`config.mk`:
```
export PLATFORM = sky130hd
export DESIGN_NAME = divcfg_loader
export DESIGN_NICKNAME = d
export VERILOG_FILES = /design/src/rtl/divcfg_pkg.sv /design/src/rtl/divcfg_sync.sv /design/src/rtl/divcfg_shift.sv /design/src/rtl/divcfg_loader.sv
export SDC_FILE = /design/constraint.sdc
export NUM_CORES = 1
export LEC_CHECK = 0
export ABC_AREA = 0
export BUFFER_PORTS_ARGS = -buffer_cell sky130_fd_sc_hd__buf_2
export CAP_MARGIN = 20
export CORE_ASPECT_RATIO = 1.1
export CORE_MARGIN = 4
export CORE_UTILIZATION = 55
export DETAILED_ROUTE_END_ITERATION = 10
export PLACE_DENSITY = 0.82
export SETUP_SLACK_MARGIN = 0.1
export SLEW_MARGIN = 0
export SYNTH_ARGS = -nofsm -noshare
export SYNTH_HDL_FRONTEND = slang
export SYNTH_HIERARCHICAL = 1
export SYNTH_SLANG_ARGS = --single-unit
```
`constraint.sdc`:
```
create_clock -name clk -period 4.3 [get_ports clk]
set_input_delay 0.86 -clock clk [delete_from_list [all_inputs] [get_ports clk]]
set_output_delay 0.86 -clock clk [all_outputs]
set_load 0.05 [all_outputs]
```
`src/rtl/divcfg_pkg.sv`:
```
// Package: shared widths, frame layout and the configuration word type
// for the divider configuration loader.
package divcfg_pkg;
    localparam int M_W         = 6;   // feedback divide value width
    localparam int N_W         = 2;   // output divide code width
    localparam int FRAME_LEN   = 14;  // serial frame length in bits
    localparam int GAP_W       = 3;   // ignored bits between N and M
    localparam int SYNC_STAGES = 2;   // synchronizer depth

    typedef struct packed {
        logic [M_W-1:0] m;
        logic [N_W-1:0] n;
    } div_cfg_t;
endpackage

```
`src/rtl/divcfg_sync.sv`:
```
// Module: divcfg_sync
// Brings a bank of asynchronous pins into the clk domain through a chain
// of STAGES flops. Assumes that each bit is used on its own, or that the
// bits of the bank change together, well apart from one another.
module divcfg_sync #(
    parameter int           W       = 1,
    parameter int           STAGES  = 2,
    parameter logic [W-1:0] RST_VAL = '0
) (
    input  logic         clk,
    input  logic         rst_n,
    input  logic [W-1:0] d,
    output logic [W-1:0] q
);
    logic [W-1:0] stage [STAGES];

    // First stage samples the raw pins.
    always_ff @(posedge clk) begin
        if (!rst_n) stage[0] <= RST_VAL;
        else        stage[0] <= d;
    end

    genvar k;
    generate
        for (k = 1; k < STAGES; k++) begin : g_chain
            // Each further stage retimes the stage before it.
            always_ff @(posedge clk) begin
                if (!rst_n) stage[k] <= RST_VAL;
                else        stage[k] <= stage[k-1];
            end
        end
    endgenerate

    assign q = stage[STAGES-1];
endmodule

```
`src/rtl/divcfg_shift.sv`:
```
// Module: divcfg_shift
// Serial frame shift register. When en is high, din enters bit 0 and the
// older bits move toward the MSB. word_nx shows the value after this
// cycle's shift, so a transfer in the same cycle can include the new bit.
module divcfg_shift #(
    parameter int LEN = 14
) (
    input  logic           clk,
    input  logic           rst_n,
    input  logic           en,
    input  logic           din,
    output logic [LEN-1:0] word,
    output logic [LEN-1:0] word_nx
);
    // Next value: shifted when enabled, else unchanged.
    always_comb begin
        word_nx = en ? {word[LEN-2:0], din} : word;
    end

    // State register for the frame.
    always_ff @(posedge clk) begin
        if (!rst_n) word <= '0;
        else        word <= word_nx;
    end

    // with no enable, the register keeps its value.
    p_frozen_r6: assert property (@(posedge clk) disable iff (!rst_n)
        !en |=> $stable(word));

    // an enabled shift puts the sampled bit in bit 0.
    p_shift_in_r5: assert property (@(posedge clk) disable iff (!rst_n)
        en |=> (word[0] == $past(din)));
endmodule

```
`src/rtl/divcfg_loader.sv`:
```
// Module: divcfg_loader (top)
// Holds the feedback divide value and the output divide code. Sources are
// a parallel pin path (transparent while par_hold is low, captured on its
// rise) and a serial frame path (copied on a ser_xfer rise, passed through
// while it is high, held after it falls). Every pin is asynchronous to
// clk and is synchronized first. Each pin pulse must last longer than
// SYNC_STAGES+1 clk cycles.
module divcfg_loader
    import divcfg_pkg::*;
#(
    parameter int MW     = M_W,
    parameter int NW     = N_W,
    parameter int FLEN   = FRAME_LEN,
    parameter int GAP    = GAP_W,
    parameter int STAGES = SYNC_STAGES
) (
    input  logic          clk,
    input  logic          rst_n,
    input  logic          mr,
    input  logic [MW-1:0] pin_m,
    input  logic [NW-1:0] pin_n,
    input  logic          par_hold,
    input  logic          ser_clk,
    input  logic          ser_dat,
    input  logic          ser_xfer,
    output logic [MW-1:0] m_val,
    output logic [NW-1:0] n_code,
    output logic          cfg_upd
);
    localparam int CW     = MW + NW;
    localparam int N0_POS = MW + GAP;
    localparam int DW     = CW + 1;

    typedef struct packed {
        logic [MW-1:0] m;
        logic [NW-1:0] n;
    } cfg_t;

    // Synchronized controls: {mr, par_hold, ser_xfer, ser_clk}.
    // mr comes out of reset as asserted.
    logic [3:0] ctl_s;
    logic       mr_s, par_s, xfer_s, sclk_s;
    divcfg_sync #(.W(4), .STAGES(STAGES), .RST_VAL(4'b1000)) i_ctl_sync (
        .clk(clk), .rst_n(rst_n),
        .d({mr, par_hold, ser_xfer, ser_clk}), .q(ctl_s)
    );
    assign {mr_s, par_s, xfer_s, sclk_s} = ctl_s;

    // Synchronized data: {ser_dat, pin_m, pin_n}.
    logic [DW-1:0] dat_bank;
    logic          dat_s;
    cfg_t          pin_s;
    divcfg_sync #(.W(DW), .STAGES(STAGES), .RST_VAL('0)) i_dat_sync (
        .clk(clk), .rst_n(rst_n),
        .d({ser_dat, pin_m, pin_n}), .q(dat_bank)
    );
    assign dat_s = dat_bank[DW-1];
    assign pin_s = cfg_t'(dat_bank[CW-1:0]);

    // Previous synchronized levels for edge detection.
    logic mr_q, xfer_q, sclk_q;
    always_ff @(posedge clk) begin
        if (!rst_n) begin
            mr_q   <= 1'b1;
            xfer_q <= 1'b0;
            sclk_q <= 1'b0;
        end else begin
            mr_q   <= mr_s;
            xfer_q <= xfer_s;
            sclk_q <= sclk_s;
        end
    end

    logic sclk_rise, xfer_rise, shift_en;
    assign sclk_rise = sclk_s & ~sclk_q;
    assign xfer_rise = xfer_s & ~xfer_q;
    assign shift_en  = ~mr_s & par_s & sclk_rise;

    // Serial frame register.
    logic [FLEN-1:0] sr, sr_nx;
    divcfg_shift #(.LEN(FLEN)) i_shift (
        .clk(clk), .rst_n(rst_n), .en(shift_en), .din(dat_s),
        .word(sr), .word_nx(sr_nx)
    );

    // Frame fields taken from the post-shift word.
    cfg_t frame_cfg;
    always_comb begin
        frame_cfg.m = sr_nx[MW-1:0];
        frame_cfg.n = sr_nx[N0_POS +: NW];
    end

    // Source selection, highest priority first.
    cfg_t cfg, cfg_nx;
    always_comb begin
        if (mr_s)                                   cfg_nx = '0;
        else if (mr_q)                              cfg_nx = pin_s;
        else if (!par_s)                            cfg_nx = pin_s;
        else if (xfer_s && (xfer_rise || sclk_rise)) cfg_nx = frame_cfg;
        else                                        cfg_nx = cfg;
    end

    // Output register and change pulse, in the same cycle.
    always_ff @(posedge clk) begin
        if (!rst_n) begin
            cfg     <= '0;
            cfg_upd <= 1'b0;
        end else begin
            cfg     <= cfg_nx;
            cfg_upd <= (cfg_nx != cfg);
        end
    end

    assign m_val  = cfg.m;
    assign n_code = cfg.n;

    // an asserted master reset clears the outputs.
    p_mr_clear_r1: assert property (@(posedge clk) disable iff (!rst_n)
        mr_s |=> (cfg == '0));

    // the release of master reset loads the pins.
    p_release_r2: assert property (@(posedge clk) disable iff (!rst_n)
        (mr_q && !mr_s) |=> (cfg == $past(pin_s)));

    // with the parallel path open, the outputs follow the pins.
    p_par_follow_r3: assert property (@(posedge clk) disable iff (!rst_n)
        (!mr_s && !mr_q && !par_s) |=> (cfg == $past(pin_s)));

    // held with no transfer active, the outputs stay put.
    p_hold_r4: assert property (@(posedge clk) disable iff (!rst_n)
        (!mr_s && !mr_q && par_s && !xfer_s) |=> $stable(cfg));

    // the pulse marks a change of the outputs exactly.
    p_upd_exact_r11: assert property (@(posedge clk) disable iff (!rst_n)
        1'b1 |=> (cfg_upd == (cfg != $past(cfg))));
endmodule

```
; ---- Word-level counts from Yosys, hierarchy flattened
; Memory sizes are Yosys's and may differ from the RTL's.
; Index checks and enable logic that the tools add are counted.
; Widths: inputs -> output; s select.
[word_totals]
reg_bits = 23
mem_bits_rw = 26
wordCells = 35
mem_count = 2
[classes]
eq_ne = 1
muxes = 11
bitwise = 11
reduce_logical = 2
[mem_list]
columns = name, depth, width, read_ports, rd_clocked_by_memory_dff, wr, line
row1 = i_dat_sync.stage, 2, 9, 2, 0, 2, divcfg_sync.sv:15  ; logic [W-1:0] stage [STAGES];
row2 = i_ctl_sync.stage, 2, 4, 2, 0, 2, divcfg_sync.sv:15
[ops]
columns = op, n
row1 = $mux 8, 4
row2 = $mux 9, 2
row3 = $mux 11, 1
row4 = $mux 4, 2
row5 = $ne 8x8->1, 1
row6 = $and 1x1->1, 4
row7 = $or 1x1->1, 4
row8 = $not 1->1, 3
row9 = $mux 1, 2
row10 = $logic_and 1x1->1, 1
row11 = $logic_or 1x1->1, 1

; ---- Depth between registers and ports, before layout
; Gate-level depths: netlist (run 1).
; An unclocked memory read counts as a cell.
[depth]
ltp_word = 10
depth_mapped = 9

; ---- Cells and area by module
; Netlist (run 1), hierarchy kept.
[modules_own_cells]
columns = module, instances, cells_per_inst, area_per_inst_um2, seq_area_each_um2
row1 = divcfg_loader, 1, 89, 747.0, 240.2
row2 = divcfg_shift, 1, 44, 580.6, 280.3
row3 = divcfg_sync at i_dat_sync, 1, 37, 501.7, 360.3
row4 = divcfg_sync at i_ctl_sync, 1, 16, 210.2, 160.2

; ---- Least setup slack after synthesis (run 1)
; OpenSTA, ideal clock, no wires.
[synth_timing]
path_type = reg2reg
start = reg sclk_q
end = reg cfg_upd
arrival_ns = 2.276
required_time_ns = 4.175
path_slack_ns = 1.899
path_stages_with_launch = 10
n_path_buf = 1
synth_period_minus_slack_ns = 2.401
cell_sequence = dfxtp_1 -> and2b_2 -> and3b_1 -> buf_6 -> mux2_4 -> nor2b_1 -> a2111oi_2 -> a31oi_1 -> o21ba_1 -> o41a_1
[synth_via]
elab_chain_cells = 9
elab_cells_between_ends = 11
classes_between = eq/ne (1) / mux (5) / bitwise (3) / reduce/logical (2)
[synth_lines]
columns = item, line
row1 = from (decl), divcfg_loader.sv:61  ; logic mr_q, xfer_q, sclk_q;
row2 = from (signal assigned), divcfg_loader.sv:70  ; sclk_q <= sclk_s;
row3 = $not 1->1, divcfg_loader.sv:75  ; assign sclk_rise = sclk_s & ~sclk_q;
row4 = $and 1x1->1, divcfg_loader.sv:75
row5 = $and 1x1->1, divcfg_loader.sv:77  ; assign shift_en = ~mr_s & par_s & sclk_rise;
row6 = named net shift_en, divcfg_loader.sv:74  ; logic sclk_rise, xfer_rise, shift_en;
row7 = $mux 11, divcfg_shift.sv:17  ; word_nx = en ? {word[LEN-2:0], din} : word;
row8 = named net sr_nx[2], divcfg_loader.sv:80  ; logic [FLEN-1:0] sr, sr_nx;
row9 = $mux 8, divcfg_loader.sv:99  ; else if (xfer_s && (xfer_rise || sclk_rise)) cfg_nx = frame_cfg;
row10 = $mux 8, divcfg_loader.sv:98  ; else if (!par_s) cfg_nx = pin_s;
row11 = $mux 8, divcfg_loader.sv:97  ; else if (mr_q) cfg_nx = pin_s;
row12 = $mux 8, divcfg_loader.sv:96  ; if (mr_s) cfg_nx = '0;
row13 = $ne 8x8->1, divcfg_loader.sv:110  ; cfg_upd <= (cfg_nx != cfg);
row14 = to (signal assigned), divcfg_loader.sv:110
row15 = to (decl), divcfg_loader.sv:28  ; output logic cfg_upd
; The timed path passes the listed nets, and every way through them passes these cells.
; A chain may end at the register's enable or synchronous reset.

; ---- Worst setup path in the final report (run 1)
; Same ends and word-level chain as after synthesis.

==> flow_summary.yaml, run 1 <==
pwr:
  power_mw: 0.776
  p_per_area_nw_per_um2: 363
  ir_drop_v: 0.000324
  p_leak_nw: 0.925
timing:
  slew_violations: 0
  finalHoldViolCount: 0
  finalSetupViolCount: 0
  period_needed_ns: 2.79
  skew_ns: 0.0159
  fin_crit_sh: 0.649
  worst_slew_pin_slew_ns: 0.644
  rsz0062_at_grt: "false"
  relSlewSlack: 0.571
  fmax_mhz: 358
  tns_ns: 0
drt:
  vias_per_cell: 5.34
  wl_mm: 3.31
  wl_per_cell_um: 13.2
  ant_nets: 0
  drtIter0Drc: 109
  remaining_drc_errors: 0
  dr.pass1.iters: 4
  route.vias.total: 1335
cts:
  cts-resized-gates: 0
  cts_buffer_depth: 2
  h-tree-depth: 2
  clockRootBuffer: "clkbuf_4"
  clock_latency_ns: 0.37
  holdBufCountCts: 0
  cts_buffers: 5
  post_cts_buffers: 0
  cts.sinks: 49
  clk_pin_slew_ns: 0.13
  cts_tree: "yes"
finish:
  fillers: 302
  drive_gt1_frac: 0.307
  instances_no_fill: 250
  ff_latch_area_sq_um: 981
  n_antenna_cell: 0
  nNetsFinal: 216
  multiInputGateArea_sq_um: 868
  utilization: 0.637
  syn2layout_area_growth_pct: 11.3
global_routing:
  antenna_found_initial: 0
  grt_overflow_total: 0
  grt_max_degree: 42
  grt_first_pass_wirelength_mm: 5.78
  first_global_vias: 1258
  track_usage: 0.161
worst_setup_path:
  criticalPathCategory: "reg2reg"
  crit_chain: "and2b_2 -> and3b_1 -> mux2_2 -> nor2b_1 -> a2111oi_2 -> a31oi_1 -> o21ba_1 -> o41a_1"
  critPathLaunchType: "flop"
  critPathMaxStageDelay_ns: 0.59
  worstPathArrival_ns: 3.05
  cp_max_fo: 11
  worstPathRequired_ns: 4.56
  worstSetupStartpoint: "sclk_q$_SDFF_PN0_"
  endpoint_kind: "flop"
  slowest_stage: "and3b_1"
  r2r_start: "sclk_q$_SDFF_PN0_"
  rrSetupSlack_ns: 1.51
status:
  status: "finished, final reports clean"
yosys:
  yosysWarnings: 6
  synth.cell_area_sq_um: 1920
  avgSynthCellArea_sq_um: 10.9
  syn_inst: 177
  syn-num-nets: 192
hold_path:
  hp-start: "i_ctl_sync/stage[0][3]$_SDFF_PN1_"
  hold_class: "reg2reg"
place:
  io_buffers: 23
  dp_cells: 242
  gp_congestion: 1.00
  hpwl_mm: 2.36
floorplan:
  fp.dieArea_sq_um: 4510
  core_area_sq_um: 3360
  rows: 22
  die_h_um: 70.0
  ios: 24
  initial_core_util: 0.573
  fp.dieW_um: 64.4
job:
  max_cap_violations: 0
[state kept, by name (all words and copies together) (netlist names)]
register          flops
cfg_upd               1
i_ctl_sync/stage      8
i_dat_sync/stage     18
i_shift/word         11
m_val                 6
mr_q                  1
n_code                2
sclk_q                1
xfer_q                1
[metrics by stage]
| stage | hold slack, ns | setup WS (ns) | area [sq um] |
|---|---|---|---|
| 2_1_floorplan | 0.386 | 1.97 | 1920 |
| 3_3_place_gp | 0.392 | 1.60 | 2060 |
| 3_5_place_dp | 0.392 | 1.54 | 2060 |
| 4_1_cts | 0.425 | 1.49 | 2140 |
| 5_1_grt | 0.446 | 1.35 | 2140 |
| 6_report | 0.424 | 1.51 | 2140 |
[worst max-delay path, delay by kind of cell (launching register included)]
kind | cells | cell delay, ns
AO/OA/AOI/OAI | 4 | 0.95
AND/OR/NAND/NOR | 3 | 0.98
flip-flops | 1 | 0.32
multiplexers | 1 | 0.44
[report_power, final]
group | total, mW | internal [mW] | switching, mW
Sequential | 0.473 | 0.467 | 0.00610
Clock | 0.264 | 0.123 | 0.141
Combinational | 0.0381 | 0.0192 | 0.0189
[metal layers]
metal	share of wire	routed length [um]	track usage	vias up
met3	0.062	205	0.0450	9
met5	0	0	0	-
met1	0.44	1460	0.202	619
li1	-	-	-	656
met4	0.022	74	0.0775	0
met2	0.47	1570	0.252	51
[worst paths after layout]
| path | to | cells after the start |
|---|---|---|
| worst min register to register | i_ctl_sync/stage[1][3]$_SDFF_PN1_ | 1 |
| worst max-delay path | cfg_upd$_SDFF_PN0_ | 8 |
| worst max register to register | cfg_upd$_SDFF_PN0_ | 8 |
| worst min-delay path | i_ctl_sync/stage[1][3]$_SDFF_PN1_ | 1 |
[placed cells by master, fill, tap and decap left out, types with 3 or more instances in the layout]
cell type,n
a211oi_1,8
a22oi_1,4
and2_1,22
and2_2,14
buf_2,23
clkbuf_4,5
dfxtp_1,49
inv_1,8
mux2_4,9
mux2i_1,8
nand2b_1,3
nor2_1,12
o22ai_1,7
[cell type report]
type,count,share of cell area
inverters,9,0.0158
clock buffers,5,0.0175
well taps,48,0.0281
flip-flops and latches,49,0.458
repair buffers,23,0.0538
multi-input cells,113,0.406
clock inverters,3,0.0205
(Power assumes the default switching activity.)
==> inputs of run 2 (changes only) <==
clock period = 2.6 ns   (was 4.3 ns; I/O delays follow)
==> flow_summary.yaml, run 2 (synthesis gave the netlist of run 1 again) <==
status:
  status: "finished, final reports clean"
timing:
  slew_violations: 0
  relSlewSlack: 0.748
  finalSetupViolCount: 0
  finalHoldViolCount: 0
  tns_ns: 0
  fin_crit_sh: 0.915
  fmax_mhz: 420
  period_needed_ns: 2.38
  skew_ns: 0.0118
  hold_ws_ns: 0.327
  rsz0062_at_grt: "true"
  worst_slew_pin_slew_ns: 0.378
worst_setup_path:
  criticalPathCategory: "reg2reg"
  worstPathArrival_ns: 2.65
  critPathMaxStageDelay_ns: 0.33
  cp_max_fo: 7
  crit_chain: "and2b_2 -> and3b_2 -> buf_8 -> mux2_4 -> and2b_1 -> a2111oi_2 -> a31oi_1 -> o21ba_1 -> o41a_1"
  endpoint_kind: "flop"
  worstPathRequired_ns: 2.87
  slowest_stage: "dfxtp_1"
  critPathLaunchType: "flop"
pwr:
  ir_drop_v: 0.000480
  p_leak_nw: 0.963
  p_per_area_nw_per_um2: 623
floorplan:
  core_area_sq_um: 3360
  fp.dieW_um: 64.4
  die_h_um: 70.0
  rows: 22
  fp.dieArea_sq_um: 4510
  ios: 24
  initial_core_util: 0.573
cts:
  cts_buffers: 5
  cts.sinks: 49
  cts_buffer_depth: 2
  clockRootBuffer: "clkbuf_4"
  clk_pin_slew_ns: 0.14
  holdBufCountCts: 0
  h-tree-depth: 2
  cts_tree: "yes"
  clock_latency_ns: 0.37
finish:
  instances_no_fill: 255
  drive_gt1_frac: 0.329
  fillers: 287
  layout_commonest_cell: "dfxtp_1"
  multiInputGateArea_sq_um: 873
  final_cell_mix: "dfxtp_1, buf_2, and2_1"
  reg_top3: "i_dat_sync/stage: 18 flops, i_shift/word: 11 flops, i_ctl_sync/stage: 8 flops"
  ff_latch_area_sq_um: 981
  largest_register_ffs: 18
  nNetsFinal: 221
  syn2layout_area_growth_pct: 15.0
  n_antenna_cell: 0
  top_register: "i_dat_sync/stage"
drt:
  drtIter0Drc: 85
  wl_per_cell_um: 14.0
  wl_mm: 3.56
  remaining_drc_errors: 0
  vias_per_cell: 5.25
  route.vias.total: 1340
  dr.pass1.iters: 4
  ant_nets: 0
job:
  max_cap_violations: 0
global_routing:
  first_global_vias: 1313
  grt_first_pass_wirelength_mm: 6.07
  track_usage: 0.174
  antenna_found_initial: 0
  grt_overflow_total: 0
  grt_max_degree: 33
place:
  dp_cells: 244
  io_buffers: 23
  hpwl_mm: 2.60
  gp_congestion: 0.962
hold_path:
  hold_class: "in2reg"
-- run 2: repair_timing --
| action | CTS | global route |
|---|---|---|
| resized for setup | 1 | 3 |
| pin swaps | 0 | 1 |
| endpoints found under the setup margin | 1 | 1 |
| buffers inserted | 0 | 3 |
-- run 2: per-stage QoR --
| step | util | cell area (sq um) | power [mW] | worst slack, ns |
|---|---|---|---|---|
| 6_report | 0.658 | 2210 | 1.38 | 0.220 |
| 3_5_place_dp | 0.617 | 2070 | 0.865 | 0.136 |
| 3_3_place_gp | 0.617 | 2070 | 0.862 | 0.198 |
| 5_1_grt | 0.658 | 2210 | 1.43 | 0.0774 |
| 4_1_cts | 0.648 | 2180 | 1.39 | 0.140 |
| 2_1_floorplan | - | 1920 | 0.841 | 0.267 |
-- run 2: final cells by class --
type / instances / area share
Multi-Input combinational cell: 113 / 0.395
Sequential cell: 49 / 0.444
Clock buffer: 5 / 0.0170
Tap cell: 48 / 0.0272
Inverter: 9 / 0.0153
Clock inverter: 3 / 0.0294
Timing Repair Buffer: 28 / 0.0724
-- run 2: final timing paths --
path	endpoint	cells after the start	startpoint	slack, ns
setup / recovery	cfg_upd$_SDFF_PN0_	9	sclk_q$_SDFF_PN0_	0.22
hold / removal	i_ctl_sync/stage[0][3]$_SDFF_PN1_	2	mr	0.33
setup reg to reg	cfg_upd$_SDFF_PN0_	9	sclk_q$_SDFF_PN0_	0.22
hold reg to reg	i_ctl_sync/stage[1][3]$_SDFF_PN1_	1	i_ctl_sync/stage[0][3]$_SDFF_PN1_	0.43
-- run 2: critical path: cells and delay by family, from the launching register on --
family / cells / cell delay, ns
AOI/OAI and AO/OA: 4 / 0.81
and+or+nand+nor: 3 / 0.68
DFF: 1 / 0.33
muxes: 1 / 0.32
buffers and inverters: 1 / 0.15
-- run 2: layer usage --
metal	routed length, um	track usage	up-vias
li1	-	-	664
met1	1460	0.195	621
met2	1810	0.294	47
met3	224	0.0547	8
met4	62	0.0845	0
met5	0	0	-
-- run 2: power breakdown --
| group | internal (mW) | switching (mW) |
|---|---|---|
| Clock | 0.298 | 0.232 |
| Sequential | 0.773 | 0.00967 |
| Combinational | 0.0328 | 0.0321 |
| Total | 1.10 | 0.273 |
==> inputs of run 3 (changes only) <==
GPL_TIMING_DRIVEN = 0   (was unset)
MAX_ROUTING_LAYER = met4   (was unset)
SKIP_LAST_GASP = 1   (was unset)
==> flow_summary.yaml, run 3 (synthesis gave the netlist of run 1 again) <==
pwr:
  p_per_area_nw_per_um2: 547
  intPower_mw: 0.964
  ir_drop_v: 0.000364
  seqPwrFrac: 0.639
  pwr-share-comb: 0.055
  p_leak_nw: 0.988
  net-switching-power_mw: 0.259
  switching_share: 0.212
  pwr-share-clk: 0.306
cts:
  clockRootBuffer: "clkbuf_4"
  cts_buffer_depth: 2
  cts.sinks: 49
  holdBufCountCts: 0
  cts_tree: "yes"
  cts_buffers: 5
  clock_latency_ns: 0.35
  h-tree-depth: 2
  clk_pin_slew_ns: 0.12
job:
  max_cap_violations: 0
place:
  gp_congestion: 0.861
  dp_cells: 248
  place_area_sq_um: 2100
  post-place-ws_ns: 0.129
  io_buffers: 23
  hpwl_mm: 2.63
timing:
  fmax_mhz: 412
  relSlewSlack: 0.724
  worst_slew_pin_slew_ns: 0.413
  period_needed_ns: 2.43
  finalHoldViolCount: 0
  skew_ns: 0.0125
  tns_ns: 0
  fin_crit_sh: 0.934
  worst_slack_ns: 0.171
  slew_violations: 0
  finalSetupViolCount: 0
  rsz0062_at_grt: "false"
global_routing:
  grt_max_degree: 25
  grt_first_pass_wirelength_mm: 6.15
  first_global_vias: 1364
  grt_overflow_total: 0
  antenna_found_initial: 0
  track_usage: 0.181
worst_setup_path:
  worstPathArrival_ns: 2.66
  regToRegEndpoint: "cfg_upd$_SDFF_PN0_"
  rrSetupSlack_ns: 0.17
  ff2ff_path_depth: 9
  critPathLaunchType: "flop"
  cp_max_fo: 4
  r2r_start: "sclk_q$_SDFF_PN0_"
  endpoint_kind: "flop"
  criticalPathCategory: "reg2reg"
  worstPathRequired_ns: 2.83
floorplan:
  rows: 22
  die_h_um: 70.0
  ios: 24
  fp.dieW_um: 64.4
  initial_core_util: 0.573
  core_area_sq_um: 3360
  fp.dieArea_sq_um: 4510
drt:
  wl_mm: 3.64
  route.vias.total: 1383
  remaining_drc_errors: 0
  drtIter0Drc: 95
  wl_per_cell_um: 13.8
  ant_nets: 0
  vias_per_cell: 5.26
  dr.pass1.iters: 4
finish:
  utilization: 0.667
  nNetsFinal: 229
  drive_gt1_frac: 0.344
  syn2layout_area_growth_pct: 16.4
  ff_latch_area_sq_um: 981
  layout_commonest_cell: "dfxtp_1"
  top_register: "i_dat_sync/stage"
  final_cell_mix: "dfxtp_1, buf_2, and2_1"
  n_antenna_cell: 0
  reg_top3: "i_dat_sync/stage: 18 flops, i_shift/word: 11 flops, i_ctl_sync/stage: 8 flops"
  post-route-cell-area_sq_um: 2240
  instances_no_fill: 263
  largest_register_ffs: 18
  fillers: 290
  multiInputGateArea_sq_um: 870
hold_path:
  whs_path_depth: 2
  hold_class: "in2reg"
  hold_end: "i_ctl_sync/stage[0][3]$_SDFF_PN1_"
  hp-start: "mr"
status:
  status: "finished, final reports clean"
[run 3: per-layer routing]
| layer | GRT usage | up-vias | wire length, um |
|---|---|---|---|
| li1 | - | 684 | - |
| met1 | 0.199 | 648 | 1520 |
| met2 | 0.308 | 49 | 1900 |
| met3 | 0.0531 | 2 | 197 |
| met4 | 0.0657 | 0 | 21 |
| met5 | - | - | 0 |
[run 3: per-stage QoR]
step           hold slack [ns]  power [mW]
5_1_grt                  0.316        1.29
3_5_place_dp             0.398       0.866
6_report                 0.345        1.22
2_1_floorplan            0.386       0.841
4_1_cts                  0.330        1.24
3_3_place_gp             0.390       0.863
[run 3: worst max path at each step]
stage | startpoint | cells past startpoint | slack (ns) | end
after floorplan | sclk_q$_SDFF_PN0_ | 9 | 0.27 | cfg_upd$_SDFF_PN0_
after global placement | sclk_q$_SDFF_PN0_ | 9 | 0.14 | cfg_upd$_SDFF_PN0_
after detailed placement | sclk_q$_SDFF_PN0_ | 9 | 0.13 | cfg_upd$_SDFF_PN0_
after CTS | sclk_q$_SDFF_PN0_ | 9 | 0.12 | cfg_upd$_SDFF_PN0_
after global routing | sclk_q$_SDFF_PN0_ | 10 | 0.07 | cfg_upd$_SDFF_PN0_
final | sclk_q$_SDFF_PN0_ | 9 | 0.17 | cfg_upd$_SDFF_PN0_
[run 3: what timing repair did]
item | in CTS | in global routing
setup endpoints to repair | 1 | 1
resized for setup | 1 | 1
setup buffers | 0 | 7
pin swaps | 0 | 3
[run 3: power groups by stage]
stage / clock [mW] / combinational (mW) / sequential [mW]
after floorplan: 0 / 0.0384 / 0.803
after global placement: 0 / 0.0647 / 0.798
after detailed placement: 0 / 0.0671 / 0.799
after CTS: 0.388 / 0.0672 / 0.782
after global routing: 0.424 / 0.0755 / 0.786
final: 0.374 / 0.0675 / 0.782
[run 3: worst max-delay path, stage by stage, from the launching register on]
cell and delay, ns:
dfxtp_1 0.32, and2b_2 0.22, and3b_2 0.23, buf_8 0.14, mux2_4 0.32, and2b_1 0.18
a2111oi_2 0.27, a31oi_1 0.15, o21ba_1 0.18, o41a_1 0.30
[run 3: cell type report]
class / count / share of cell area
multi-input cells: 113 / 0.388
plain buffers: 6 / 0.0196
clock inverters: 1 / 0.00224
inverters: 9 / 0.0151
clock buffers: 7 / 0.0291
repair buffers: 30 / 0.0805
flip-flops and latches: 49 / 0.438
well taps: 48 / 0.0268
